<file path="src/rtl/dpa_pkg.sv">
package dpa_pkg;
  typedef enum logic {
    SIDE_LEFT  = 1'b0,
    SIDE_RIGHT = 1'b1
  } side_e;

  localparam int unsigned NUM_PORTS = 2;
endpackage

</file>
<file path="src/rtl/dpa_match.sv">
// Detects same-word contention and whether each port was already parked
// on its present address in the previous cycle.
module dpa_match #(
  parameter int unsigned ADDR_W = 12
) (
  input  logic              clk,
  input  logic              rst_n,
  input  logic              l_en,
  input  logic [ADDR_W-1:0] l_addr,
  input  logic              r_en,
  input  logic [ADDR_W-1:0] r_addr,
  output logic              hit,
  output logic              l_stay,
  output logic              r_stay
);
  logic              l_en_q, r_en_q;
  logic [ADDR_W-1:0] l_addr_q, r_addr_q;

  assign hit    = l_en & r_en & (l_addr == r_addr);
  assign l_stay = l_en_q & l_en & (l_addr == l_addr_q);
  assign r_stay = r_en_q & r_en & (r_addr == r_addr_q);

  always_ff @(posedge clk) begin
    if (!rst_n) begin
      l_en_q   <= 1'b0;
      r_en_q   <= 1'b0;
      l_addr_q <= '0;
      r_addr_q <= '0;
    end else begin
      l_en_q   <= l_en;
      r_en_q   <= r_en;
      l_addr_q <= l_addr;
      r_addr_q <= r_addr;
    end
  end
endmodule

</file>
<file path="src/rtl/dpa_arbiter.sv">
// Picks the owner of a contested word and registers the busy flags.
module dpa_arbiter
  import dpa_pkg::*;
(
  input  logic clk,
  input  logic rst_n,
  input  logic master_mode,
  input  logic hit,
  input  logic l_stay,
  input  logic r_stay,
  output logic lose_l,
  output logic lose_r,
  output logic busy_l_n,
  output logic busy_r_n
);
  logic  hit_q;
  side_e win_q;
  side_e win_now;

  // Continuing contention keeps the owner; a new one favours the port that
  // was already there, and a tie goes to the left port.
  always_comb begin
    if (hit_q)                 win_now = win_q;
    else if (r_stay && !l_stay) win_now = SIDE_RIGHT;
    else                        win_now = SIDE_LEFT;
  end

  assign lose_l = hit & (win_now == SIDE_RIGHT);
  assign lose_r = hit & (win_now == SIDE_LEFT);

  always_ff @(posedge clk) begin
    if (!rst_n) begin
      hit_q    <= 1'b0;
      win_q    <= SIDE_LEFT;
      busy_l_n <= 1'b1;
      busy_r_n <= 1'b1;
    end else begin
      hit_q    <= hit;
      if (hit) win_q <= win_now;
      busy_l_n <= ~(master_mode & lose_l);
      busy_r_n <= ~(master_mode & lose_r);
    end
  end
endmodule

</file>
<file path="src/rtl/dpa_wr_gate.sv">
// Qualifies one port's write strobe with the local or external decision.
module dpa_wr_gate (
  input  logic master_mode,
  input  logic en,
  input  logic wr,
  input  logic lose,
  input  logic ext_busy_n,
  output logic wr_ok
);
  logic allow;
  assign allow = master_mode ? ~lose : ext_busy_n;
  assign wr_ok = en & wr & allow;
endmodule

</file>
<file path="src/rtl/dpa_contention_arbiter.sv">
module dpa_contention_arbiter
  import dpa_pkg::*;
#(
  parameter int unsigned ADDR_W = 12
) (
  input  logic              clk,
  input  logic              rst_n,
  input  logic              master_mode,
  input  logic              l_en,
  input  logic              l_wr,
  input  logic [ADDR_W-1:0] l_addr,
  input  logic              r_en,
  input  logic              r_wr,
  input  logic [ADDR_W-1:0] r_addr,
  input  logic              l_busy_in_n,
  input  logic              r_busy_in_n,
  output logic              l_busy_n,
  output logic              r_busy_n,
  output logic              l_wr_ok,
  output logic              r_wr_ok
);
  logic hit, l_stay, r_stay, lose_l, lose_r;
  logic [NUM_PORTS-1:0] p_en, p_wr, p_lose, p_ext, p_ok;

  dpa_match #(.ADDR_W(ADDR_W)) u_match (
    .clk(clk), .rst_n(rst_n),
    .l_en(l_en), .l_addr(l_addr), .r_en(r_en), .r_addr(r_addr),
    .hit(hit), .l_stay(l_stay), .r_stay(r_stay)
  );

  dpa_arbiter u_arb (
    .clk(clk), .rst_n(rst_n), .master_mode(master_mode),
    .hit(hit), .l_stay(l_stay), .r_stay(r_stay),
    .lose_l(lose_l), .lose_r(lose_r),
    .busy_l_n(l_busy_n), .busy_r_n(r_busy_n)
  );

  assign p_en   = {r_en, l_en};
  assign p_wr   = {r_wr, l_wr};
  assign p_lose = {lose_r, lose_l};
  assign p_ext  = {r_busy_in_n, l_busy_in_n};

  for (genvar g = 0; g < NUM_PORTS; g++) begin : g_gate
    dpa_wr_gate u_gate (
      .master_mode(master_mode), .en(p_en[g]), .wr(p_wr[g]),
      .lose(p_lose[g]), .ext_busy_n(p_ext[g]), .wr_ok(p_ok[g])
    );
  end

  assign l_wr_ok = p_ok[SIDE_LEFT];
  assign r_wr_ok = p_ok[SIDE_RIGHT];
endmodule

</file>
<file path="config.mk">
export PLATFORM = sky130hd
export DESIGN_NAME = dpa_contention_arbiter
export DESIGN_NICKNAME = d
export VERILOG_FILES = /design/src/rtl/dpa_pkg.sv /design/src/rtl/dpa_match.sv /design/src/rtl/dpa_arbiter.sv /design/src/rtl/dpa_wr_gate.sv /design/src/rtl/dpa_contention_arbiter.sv
export SDC_FILE = /design/constraint.sdc
export NUM_CORES = 1
export LEC_CHECK = 0
export ABC_AREA = 1
export BUFFER_PORTS_ARGS = -buffer_cell sky130_fd_sc_hd__buf_2
export CAP_MARGIN = 20
export CORE_ASPECT_RATIO = 0.8
export CORE_UTILIZATION = 24
export DETAILED_ROUTE_END_ITERATION = 10
export PLACE_DENSITY = 0.5
export RECOVER_POWER = 25
export SLEW_MARGIN = 10
export SYNTH_ARGS = -nofsm -noshare
export SYNTH_HDL_FRONTEND = slang
export SYNTH_SLANG_ARGS = --single-unit
</file>
<file path="constraint.sdc">
create_clock -name clk -period 2.4 [get_ports clk]
set_clock_uncertainty 0.1 [all_clocks]
set_input_delay 0.24 -clock clk [delete_from_list [all_inputs] [get_ports clk]]
set_output_delay 0.24 -clock clk [all_outputs]
set_load 0.1 [all_outputs]
</file>
# == Yosys cells after proc, flatten, opt, wreduce, memory -nomap -nowiden ==
# Index checks and enable logic that the tools add are counted.
# op_classes
muxes,4
n_eq_ne,3
bitwise,19
reduce_logical,2
# ops
op,count
$eq 12x12->1,3
$and 1x1->1,14
$not 1->1,5
$mux 1,4
$logic_and 1x1->1,1
$logic_not 1->1,1
# word_totals
reg_bits,30
elab_cells,36

# == Depth between registers and ports, before layout ==
# Gate-level depths: netlist of run 1.
# depth
ltp_word,11
mapped_depth,11
depth_no_buf,11

# == By module ==
# From an unflattened synthesis of run 1, not the netlist that was laid out.
# hier_totals
hier_cells,250
hier_area_um2,1537.7
# modules_own_cells
mod,seq_area_each_um2,area_each_um2,cells_per_inst,instances
dpa_match,520.5,1335.0,219,1
dpa_arbiter,80.1,170.2,23,1
dpa_wr_gate,0.0,16.3,4,2

# == Least setup slack after synthesis of run 1 ==
# OpenSTA, ideal clock, no wires.
# synth_path
path_type,register to output
from,register u_match.l_addr_q[1]
to,output l_wr_ok
setup_slack_ps,281
required_time_ps,2060
path_buffers,0
stages_incl_launch_ff,11
t_arrival_ps,1779
cell_sequence,dfxtp_1 -> inv_1 -> nand2_1 -> o21ai_0 -> nor2_1 -> nand2_2 -> nor2_4 -> nand2_1 -> nand2_2 -> nand2_2 -> a21oi_2
# synth_between
elab_chain_cells,10
# synth_lines
element,line_no,source
"start, declared",dpa_match.sv:17,"logic [ADDR_W-1:0] l_addr_q, r_addr_q;"
"start signal, assigned",dpa_match.sv:32,l_addr_q <= l_addr;
$eq 12x12->1,dpa_match.sv:20,assign l_stay = l_en_q & l_en & (l_addr == l_addr_q);
$and 1x1->1,dpa_match.sv:20,
$logic_not 1->1,dpa_arbiter.sv:24,else if (r_stay && !l_stay) win_now = SIDE_RIGHT;
$logic_and 1x1->1,dpa_arbiter.sv:24,
$mux 1,dpa_arbiter.sv:24,
$mux 1,dpa_arbiter.sv:23,if (hit_q) win_now = win_q;
$and 1x1->1,dpa_arbiter.sv:28,assign lose_l = hit & (win_now == SIDE_RIGHT);
$not 1->1,dpa_wr_gate.sv:11,assign allow = master_mode ? ~lose : ext_busy_n;
$mux 1,dpa_wr_gate.sv:11,
$and 1x1->1,dpa_wr_gate.sv:12,assign wr_ok = en & wr & allow;
"end, declared",dpa_contention_arbiter.sv:19,"output logic l_wr_ok,"
# No other way between the ends.

# == Final worst setup path of run 1 ==
# layout_path
from,register u_match.r_en_q
to,output r_wr_ok
# layout_between
elab_chain_cells,10
# layout_lines
element,line_no,source
"start, declared",dpa_match.sv:16,"logic l_en_q, r_en_q;"
"start signal, assigned",dpa_match.sv:31,r_en_q <= r_en;
$and 1x1->1 (2 in series),dpa_match.sv:21,assign r_stay = r_en_q & r_en & (r_addr == r_addr_q);
$logic_and 1x1->1,dpa_arbiter.sv:24,
$mux 1,dpa_arbiter.sv:24,
$mux 1,dpa_arbiter.sv:23,
$not 1->1,dpa_arbiter.sv:29,assign lose_r = hit & (win_now == SIDE_LEFT);
$and 1x1->1,dpa_arbiter.sv:29,
$not 1->1,dpa_wr_gate.sv:11,
$mux 1,dpa_wr_gate.sv:11,
$and 1x1->1,dpa_wr_gate.sv:12,
"end, declared",dpa_contention_arbiter.sv:20,output logic r_wr_ok
# No other way between the ends.

==> results of run 1 <==
[worst max path at each step]
stage / start / to / slack [ns] / cells after the start
after floorplan: u_match.l_addr_q[1] / l_wr_ok / 0.28 / 10
after global placement: r_en / r_wr_ok / 0.35 / 12
after detailed placement: r_en / r_wr_ok / 0.33 / 12
after CTS: u_match.r_en_q / r_wr_ok / 0.14 / 11
after global routing: u_match.l_addr_q[5] / l_wr_ok / 0.07 / 11
final: u_match.r_en_q / r_wr_ok / 0.24 / 11
[stage by stage]
step	cells	util, %
floorplan	304	-
global placement	424	29.1
detailed placement	424	29.1
CTS	430	30.3
global route	430	30.3
finish	430	30.3
[kinds of logic after synthesis]
kind of cell,Yosys count,synth area share (%)
and+or+nand+nor,178,41.1
xor gates and xnor gates,4,2.00
buffers and inverters,79,17.0
DFF,30,34.3
AOI/OAI and AO/OA,13,5.51
[cells in the mapped netlist (3+ instances only)]
master	n	area share (%)
o21ai_0	4	1.1
nand2_2	4	1.4
dfxtp_1	30	34
nor2_1	26	5.6
nand2_1	133	29
nor2_2	3	1.1
inv_2	11	2.4
inv_1	64	14
nand3_1	8	2.3
[layout make-up]
type / instances / area, um2 / share of cell area [%]
repair buffers: 36 / 181 / 8.60
inverters: 76 / 285 / 13.5
multi-input cells: 195 / 851 / 40.3
clock buffers: 6 / 82.6 / 3.91
well taps: 87 / 109 / 5.16
flip-flops and latches: 30 / 601 / 28.5
[flip-flops by register name, indices dropped and copies added (netlist names)]
signal            count
u_match.r_addr_q     12
u_match.l_en_q        1
u_match.r_en_q        1
u_arb.win_q           1
u_match.l_addr_q     12
u_arb.hit_q           1
u_arb.busy_r_n        1
u_arb.busy_l_n        1
[power by group through the flow]
stage               Clock (W)  Sequential [W]  Combinational, W
floorplan                   0        0.000541          0.000131
global placement            0        0.000543          0.000204
detailed placement          0        0.000543          0.000205
CTS                  0.000419        0.000532          0.000206
global route         0.000445        0.000535          0.000234
finish               0.000400        0.000532          0.000202
[per-layer routing]
metal  vias up  wire [um]  track usage [%]
met5         -          0                0
met4         0         33             3.09
met1       689       2230             16.2
met2        34       1660             17.5
met3         5        226             3.38
li1        944          -                -
[worst max-delay path: stages, from the launching register on]
cell and delay [ns]:
dfxtp_1 0.31, nand2_1 0.04, nor2_1 0.10, nand2_1 0.06
nor2_1 0.17, nand3_1 0.10, nor2_1 0.15, nand2_2 0.12
nand3_1 0.09, nand2_1 0.05, inv_1 0.04, clkbuf_4 0.31
[what timing repair did]
action                     in CTS  in global routing
hold buffers                    0                  0
hold endpoints to repair        0                  0
setup buffers                   0                  0
resized for setup               0                  1
setup endpoints to repair       0                  1
==> flow_summary.ini, run 1 <==
[die]
num_rows = 27
die_w_um = 97.4
die-height_um = 78.4
die-area_mm2 = 0.00764
coreArea_mm2 = 0.00696
num_io_pins = 37
initial_core_util_pct = 25.1

[logic_synthesis]
synthCells = 304
yosysSeqAreaShare_pct = 34.3
synth_cell_types = 24
synthesis.nets = 337
async_flop_share_pct = 0
synth_warnings = 0
synth_edf_count = 0
netlist_area_mm2 = 0.00175
ys_ff_latch = 30
synth_ff_type = dfxtp_1
post_synth.cell_area_avg_um2 = 5.75

[pwr]
seqPwrFrac_pct = 46.9
clkPwrFrac_pct = 35.2
power.leakage_nw = 1.30
switchingPower_w = 0.000319
peakVddDrop_v = 0.000204
intPower_w = 0.000815
swShare_pct = 28.2
total_power_w = 0.00113
share_comb_of_total_power_pct = 17.9
power_density_mw_per_mm2 = 538

[critical_path]
crit_required_ns = 2.06
rrSetupSlack_ns = 0.92
critPathLaunchType = flip-flop
cp.arrival_ns = 1.82
path_class = reg -> out
critPathMaxFanout = 4
end_kind = output pin
r2r_cells = 9
reg2reg_to = u_arb.busy_l_n
r2r-start = u_match.r_en_q

[route]
routedWlPerCell_um = 9.66
wl_um = 4150
vias = 1672
drt_iter0_drc = 57
ant_nets = 0
first_pass_iters = 4
avgViaCountPerCell = 3.89
drc_errors = 0

[grt]
grt_use_total_pct = 11.7
grt_pass1_wl_um = 6870
grt_overflow_total = 0
grt_max_degree = 30
grt_pass1_vias = 1492
grt_antenna_before_repair = 0

[clock_tree]
clk_pin_slew_ns = 0.06
clkLatencyLatePin_ns = 0.28
cts_max_path_buffers = 2
cts_root_buf = clkbuf_8
htreeDepth = 2
cts.sinks = 30
cts_made_buffers = 5
cts_tree = built

[place]
gp_congestion = 0.761
dp_hpwl_um = 3370
placed_cell_area_mm2 = 0.00203
place_ws_ns = 0.329
port_buffers = 36

[sta]
slew_headroom_pct = 9.84
hold_viol = 0
rsz0062_at_grt = false
setup_tns_ns = 0
fmax_mhz = 463
fin_ws_ns = 0.241
whs_ns = 0.0592
tightest_slew_ns = 1.35
min_period_over_period_pct = 90.0
drv_slew = 0
finalCriticalPeriod_ns = 2.16
setup_viol = 0

[cells_and_area]
fill_cells = 829
area_growth_pct = 20.6
fin_nets = 377
final_cell_mix = 133 x nand2_1, 64 x inv_1, 34 x buf_2
drive_gt1_share_pct = 19.0
diodes = 0
layout_commonest_cell = nand2_1
stdcell_area_mm2 = 0.00211

[hold_path]
hold_path_startpoint = r_addr[0]
hold_class = in -> reg
holdPathEnd = u_match.r_addr_q[0]
hold_depth = 3

[status]
outcome = finished, final reports clean

[job]
cap_violations = 0
Power figures use the tool's default switching activity.
==> run 2, diff against run 1 <==
- SYNTH_HIERARCHICAL: unset -> 1
==> run 2 against run 1 <==
Effect of this change:
- global-route usage fell by 0.42 points
- setup slack worse by 0.0044 ns
- synthesized area shrank 12%
- cell area down 8.5%
- sequential power is essentially flat
- register-to-register slack better by 0.15 ns
- die area is 12% lower
- count of clock-buffer cells in the layout up 1
- clock power rose by 3%
- fmax shrank 0.20%
- utilization is 1.6 points higher
==> flow_summary.ini, run 2 <==
[status]
outcome = finished, final reports clean

[critical_path]
end_kind = output pin
critPathLaunchType = flip-flop
crit_required_ns = 2.06
critPathMaxFanout = 2
cp.arrival_ns = 1.82
path_class = reg -> out

[clock_tree]
cts_tree = built
htreeDepth = 2
cts_hold_buf = 0
cts_root_buf = clkbuf_8
cts_made_buffers = 5
cts_max_path_buffers = 2
clk_pin_slew_ns = 0.06
cts.sinks = 30
clkLatencyLatePin_ns = 0.28

[place]
dp.cells = 364
port_buffers = 36
dp_hpwl_um = 2780
placed_cell_area_mm2 = 0.00182
place_ws_ns = 0.267
gp_congestion = 0.747

[job]
cap_violations = 0

[sta]
drv_slew = 0
setup_tns_ns = 0
fin_ws_ns = 0.236
hold_viol = 0
tightest_slew_ns = 1.25
finalCriticalPeriod_ns = 2.16
slew_headroom_pct = 16.8
setup_viol = 0
fmax_mhz = 462
min_period_over_period_pct = 90.2

[pwr]
power.leakage_nw = 1.13
power_density_mw_per_mm2 = 579
peakVddDrop_v = 0.000237

[logic_synthesis]
synth.most_common_cell = nand2_1
synth_edf_count = 0
synthTopCellsByCount = 86 x nand2_1, 54 x inv_1, 30 x dfxtp_1
synth_area_leaders = dfxtp_1 39%, nand2_1 21%, inv_1 13%
yosysSeqAreaShare_pct = 39.1
post_synth.cell_area_avg_um2 = 6.15
synthCells = 250
ys_ff_latch = 30
synth_cell_types = 16
synth_top_area_share_pct = 39.1
synth_warnings = 6
synthesis.nets = 283
synth_ff_type = dfxtp_1
synth_top_area_cell = dfxtp_1
async_flop_share_pct = 0
netlist_area_mm2 = 0.00154

[die]
die-area_mm2 = 0.00673
initial_core_util_pct = 25.5
die-height_um = 73.6
num_rows = 25
num_io_pins = 37
coreArea_mm2 = 0.00604
die_w_um = 91.5

[cells_and_area]
final_cell_mix = 86 x nand2_1, 54 x inv_1, 33 x buf_2
instances_no_fill = 372
finish.utilization_pct = 32.0
layout_commonest_cell = nand2_1
diodes = 0
largestRegisters = u_match/l_addr_q (12), u_match/r_addr_q (12)
fin_nets = 323
area_growth_pct = 25.5
fill_cells = 676
stdcell_area_mm2 = 0.00193
drive_gt1_share_pct = 20.6

[grt]
grt_pass1_wl_um = 5580
grt_overflow_total = 0
grt_antenna_before_repair = 0
grt_pass1_vias = 1200
grt_max_degree = 29
grt_use_total_pct = 11.2

[route]
routedWlPerCell_um = 9.45
drc_errors = 0
vias = 1389
avgViaCountPerCell = 3.73
drt_iter0_drc = 46
first_pass_iters = 5
ant_nets = 0
wl_um = 3510

[hold_path]
hold_class = in -> reg
[run 2: cell types whose count changed in the layout (fill, tap and decap cells not counted), sizes merged, moves of 2 or more]
cell,change
nand2,-50
inv,-11
o21ai,+8
xor2,+6
a21oi,-4
clkinv,+2
nand3,-2
o211ai,-2
xnor2,+2
[run 2: routing by layer]
layer	global-route usage [%]	up-vias	routed length (um)
met5	0	-	0
li1	-	783	-
met2	15.6	26	1420
met4	4.76	0	23
met1	15.8	578	1870
met3	3.62	2	206
[run 2: critical path: stages, from the launching register on]
cell	delay, ns
dfxtp_1	0.34
inv_1	0.04
nand2_1	0.05
o21ai_0	0.07
nor2_1	0.10
nand3_1	0.09
nor2_1	0.15
nand3_2	0.10
nand3_1	0.10
inv_1	0.05
nand2_1	0.05
o21ai_1	0.07
nor2_2	0.14
buf_12	0.19
[run 2: per-stage QoR]
step | power (W) | hold WS (ns)
finish | 0.00112 | 0.0651
global route | 0.00118 | 0.0832
CTS | 0.00113 | 0.0592
detailed placement | 0.000714 | 0.352
global placement | 0.000712 | 0.348
floorplan | 0.000643 | 0.233
[run 2: kinds of logic (layout without fill, tap and decap cells)]
family	count (synthesis)	after routing	synth area share, %
flip-flops	30	30	39.1
buffers and inverters	69	110	17.1
XOR/XNOR	12	12	6.83
AO/OA/AOI/OAI	15	15	5.05
AND/OR/NAND/NOR	124	124	32.0
[run 2: timing repair]
item	4_1_cts	5_1_grt
setup buffers	0	0
setup endpoints to repair	0	1
endpoints found under the hold margin	0	0
resized for setup	0	5
[run 2: final timing paths]
path	slack [ns]	cells past startpoint	endpoint	startpoint
setup / recovery	0.24	13	r_wr_ok	u_match/r_addr_q[1]
hold / removal	0.07	3	u_match/r_addr_q[5]	r_addr[5]
hold reg to reg	0.45	3	u_arb/busy_l_n	u_arb/win_q
setup reg to reg	1.07	11	u_arb/win_q	u_match/l_addr_q[1]
[run 2: layout make-up]
type / instances / area, um2 / area share (%)
clock buffer: 7 / 86.3 / 4.47
clock inverter: 1 / 5.00 / 0.259
inverter: 66 / 248 / 12.8
multi-input combinational: 151 / 679 / 35.2
sequential: 30 / 601 / 31.1
tap: 81 / 101 / 5.25
timing repair buffer: 36 / 209 / 10.8
[run 2: power breakdown]
part,internal (W),total [W],switching (W)
sequential,0.000522,0.000530,0.00000861
combinational,0.0000683,0.000174,0.000105
clock,0.000231,0.000414,0.000183
==> run 3, diff against run 2 <==
- CELL_PAD_IN_SITES_DETAIL_PLACEMENT: unset -> 1
- CELL_PAD_IN_SITES_GLOBAL_PLACEMENT: unset -> 1
- PLACE_DENSITY: 0.5 -> 0.64
==> run 3 against run 2 <==
Effect of this change:
- critical path depth increased by 2
- cell area decreased by 0.45%
- critical path type unchanged
- combinational power increased by 2%
- final cell count shrank 0.27%
- non-clock buffer count unchanged
- register-to-register slack about the same
==> flow_summary.ini, run 3 (same netlist as run 2, synthesis figures left out) <==
[status]
outcome = finished, final reports clean

[grt]
grt_pass1_vias = 1391
grt_antenna_before_repair = 0
grt_use_total_pct = 12.7
grt_overflow_total = 0
grt_pass1_wl_um = 6400
grt_max_degree = 29

[sta]
hold_viol = 0
setup_tns_ns = 0
finalCriticalPeriod_ns = 2.14
slew_headroom_pct = 15.6
fmax_mhz = 467
drv_slew = 0
min_period_over_period_pct = 89.2
rsz0062_at_grt = false
fin_ws_ns = 0.258
whs_ns = 0.0618
tightest_slew_ns = 1.27
setup_viol = 0

[cells_and_area]
diodes = 0
drive_gt1_share_pct = 21.0
final_cell_mix = 86 x nand2_1, 54 x inv_1, 33 x buf_2
largestRegisters = u_match/l_addr_q (12), u_match/r_addr_q (12)
area_growth_pct = 24.9
stdcell_area_mm2 = 0.00192
layout_commonest_cell = nand2_1
fin_nets = 323

[route]
drc_errors = 0
vias = 1452
ant_nets = 0
avgViaCountPerCell = 3.91
wl_um = 3730
first_pass_iters = 4
routedWlPerCell_um = 10.0
drt_iter0_drc = 18

[pwr]
power.leakage_nw = 1.11
swShare_pct = 27.3
power_density_mw_per_mm2 = 565
switchingPower_w = 0.000296
seqPwrFrac_pct = 48.9
total_power_w = 0.00109
peakVddDrop_v = 0.000208
clkPwrFrac_pct = 34.7
share_comb_of_total_power_pct = 16.4
intPower_w = 0.000790

[die]
num_io_pins = 37
die_w_um = 91.5
die-height_um = 73.6
num_rows = 25
initial_core_util_pct = 25.5
coreArea_mm2 = 0.00604
die-area_mm2 = 0.00673

[place]
placed_cell_area_mm2 = 0.00184
gp_congestion = 0.727
dp_hpwl_um = 3010
place_ws_ns = 0.362
port_buffers = 36

[critical_path]
cp.arrival_ns = 1.80
path_common_cell = nor2_2
crit_required_ns = 2.06
reg2reg_to = u_arb/win_q
r2r-start = u_match/l_addr_q[7]
critPathLaunchType = flip-flop
end_kind = output pin
r2r_cells = 11
rrSetupSlack_ns = 1.07
critPathMaxFanout = 2
path_cells = inv_1 -> nand2_1 -> o21ai_0 -> nor2_1 -> nand3_1 -> nor2_2 -> inv_1 -> nand3_2 -> nand2_2 -> inv_2 -> nor2_2 -> nand2_1 -> o21ai_1 -> nor2_2 -> buf_12
cp_slowest_stage_delay_ns = 0.32
path_class = reg -> out
crit_path_start = u_match/l_addr_q[7]
critPathSlowestCell = dfxtp_2

[hold_path]
holdPathEnd = u_match/r_addr_q[5]
hold_class = in -> reg
hold_path_startpoint = r_addr[5]
hold_depth = 3

[clock_tree]
cts_hold_buf = 0
clk_pin_slew_ns = 0.06
cts.sinks = 30
cts_tree = built
clkLatencyLatePin_ns = 0.28
htreeDepth = 2
post_cts.repair.setup_buffers = 0
cts_root_buf = clkbuf_8
cts_made_buffers = 5
cts_max_path_buffers = 2

[job]
cap_violations = 0
==> run 3: cell count changes in the layout (fill, tap and decap cells not counted), sizes merged <==
cell,previous run,this run
clkinv,3,2
==> run 3: final cells by class <==
type                    count  area [um2]
multi-input cells         151         684
repair buffers             36         209
inverters                  66         248
fillers                   807        4120
flip-flops and latches     30         602
well taps                  81         101
clock buffers               7        76.3
==> run 3: metrics by stage <==
stage          util, %  instances
2_1_floorplan        -        250
3_3_place_gp      30.5        364
3_5_place_dp      30.5        364
4_1_cts           31.7        371
5_1_grt           31.8        371
6_report          31.8        371
==> run 3: power groups by stage <==
stage / sequential, W / combinational (W) / clock (W)
global placement: 0.000541 / 0.000178 / 0
detailed placement: 0.000542 / 0.000180 / 0
floorplan: 0.000540 / 0.000104 / 0
CTS: 0.000530 / 0.000182 / 0.000399
global route: 0.000532 / 0.000207 / 0.000418
finish: 0.000530 / 0.000178 / 0.000377
==> run 3: how the worst max path moves through the flow <==
stage	slack (ns)	endpoint	cells past startpoint
after floorplan	0.22	l_wr_ok	14
after global placement	0.39	l_wr_ok	15
after detailed placement	0.36	l_wr_ok	15
after CTS	0.15	l_wr_ok	15
after global routing	0.0008	l_wr_ok	15
final	0.26	l_wr_ok	15
==> run 3: critical path, delay by kind of cell (launching register included) <==
| kind | cells | cell delay (ns) |
|---|---|---|
| AO/OA/AOI/OAI | 2 | 0.15 |
| flip-flops | 1 | 0.32 |
| AND/OR/NAND/NOR | 9 | 0.72 |
| buffers and inverters | 4 | 0.33 |
==> run 3: metal layers <==
layer	vias to the layer above	GRT usage, %	wire length, um
met1	643	17.0	1960
met5	-	0	0
li1	781	-	-
met4	0	5.29	47
met2	24	19.5	1560
met3	4	3.42	160
==> run 3: timing repair <==
action                     in CTS  in global routing
setup endpoints to repair       0                  1
resized for setup               0                  3
hold endpoints to repair        0                  0
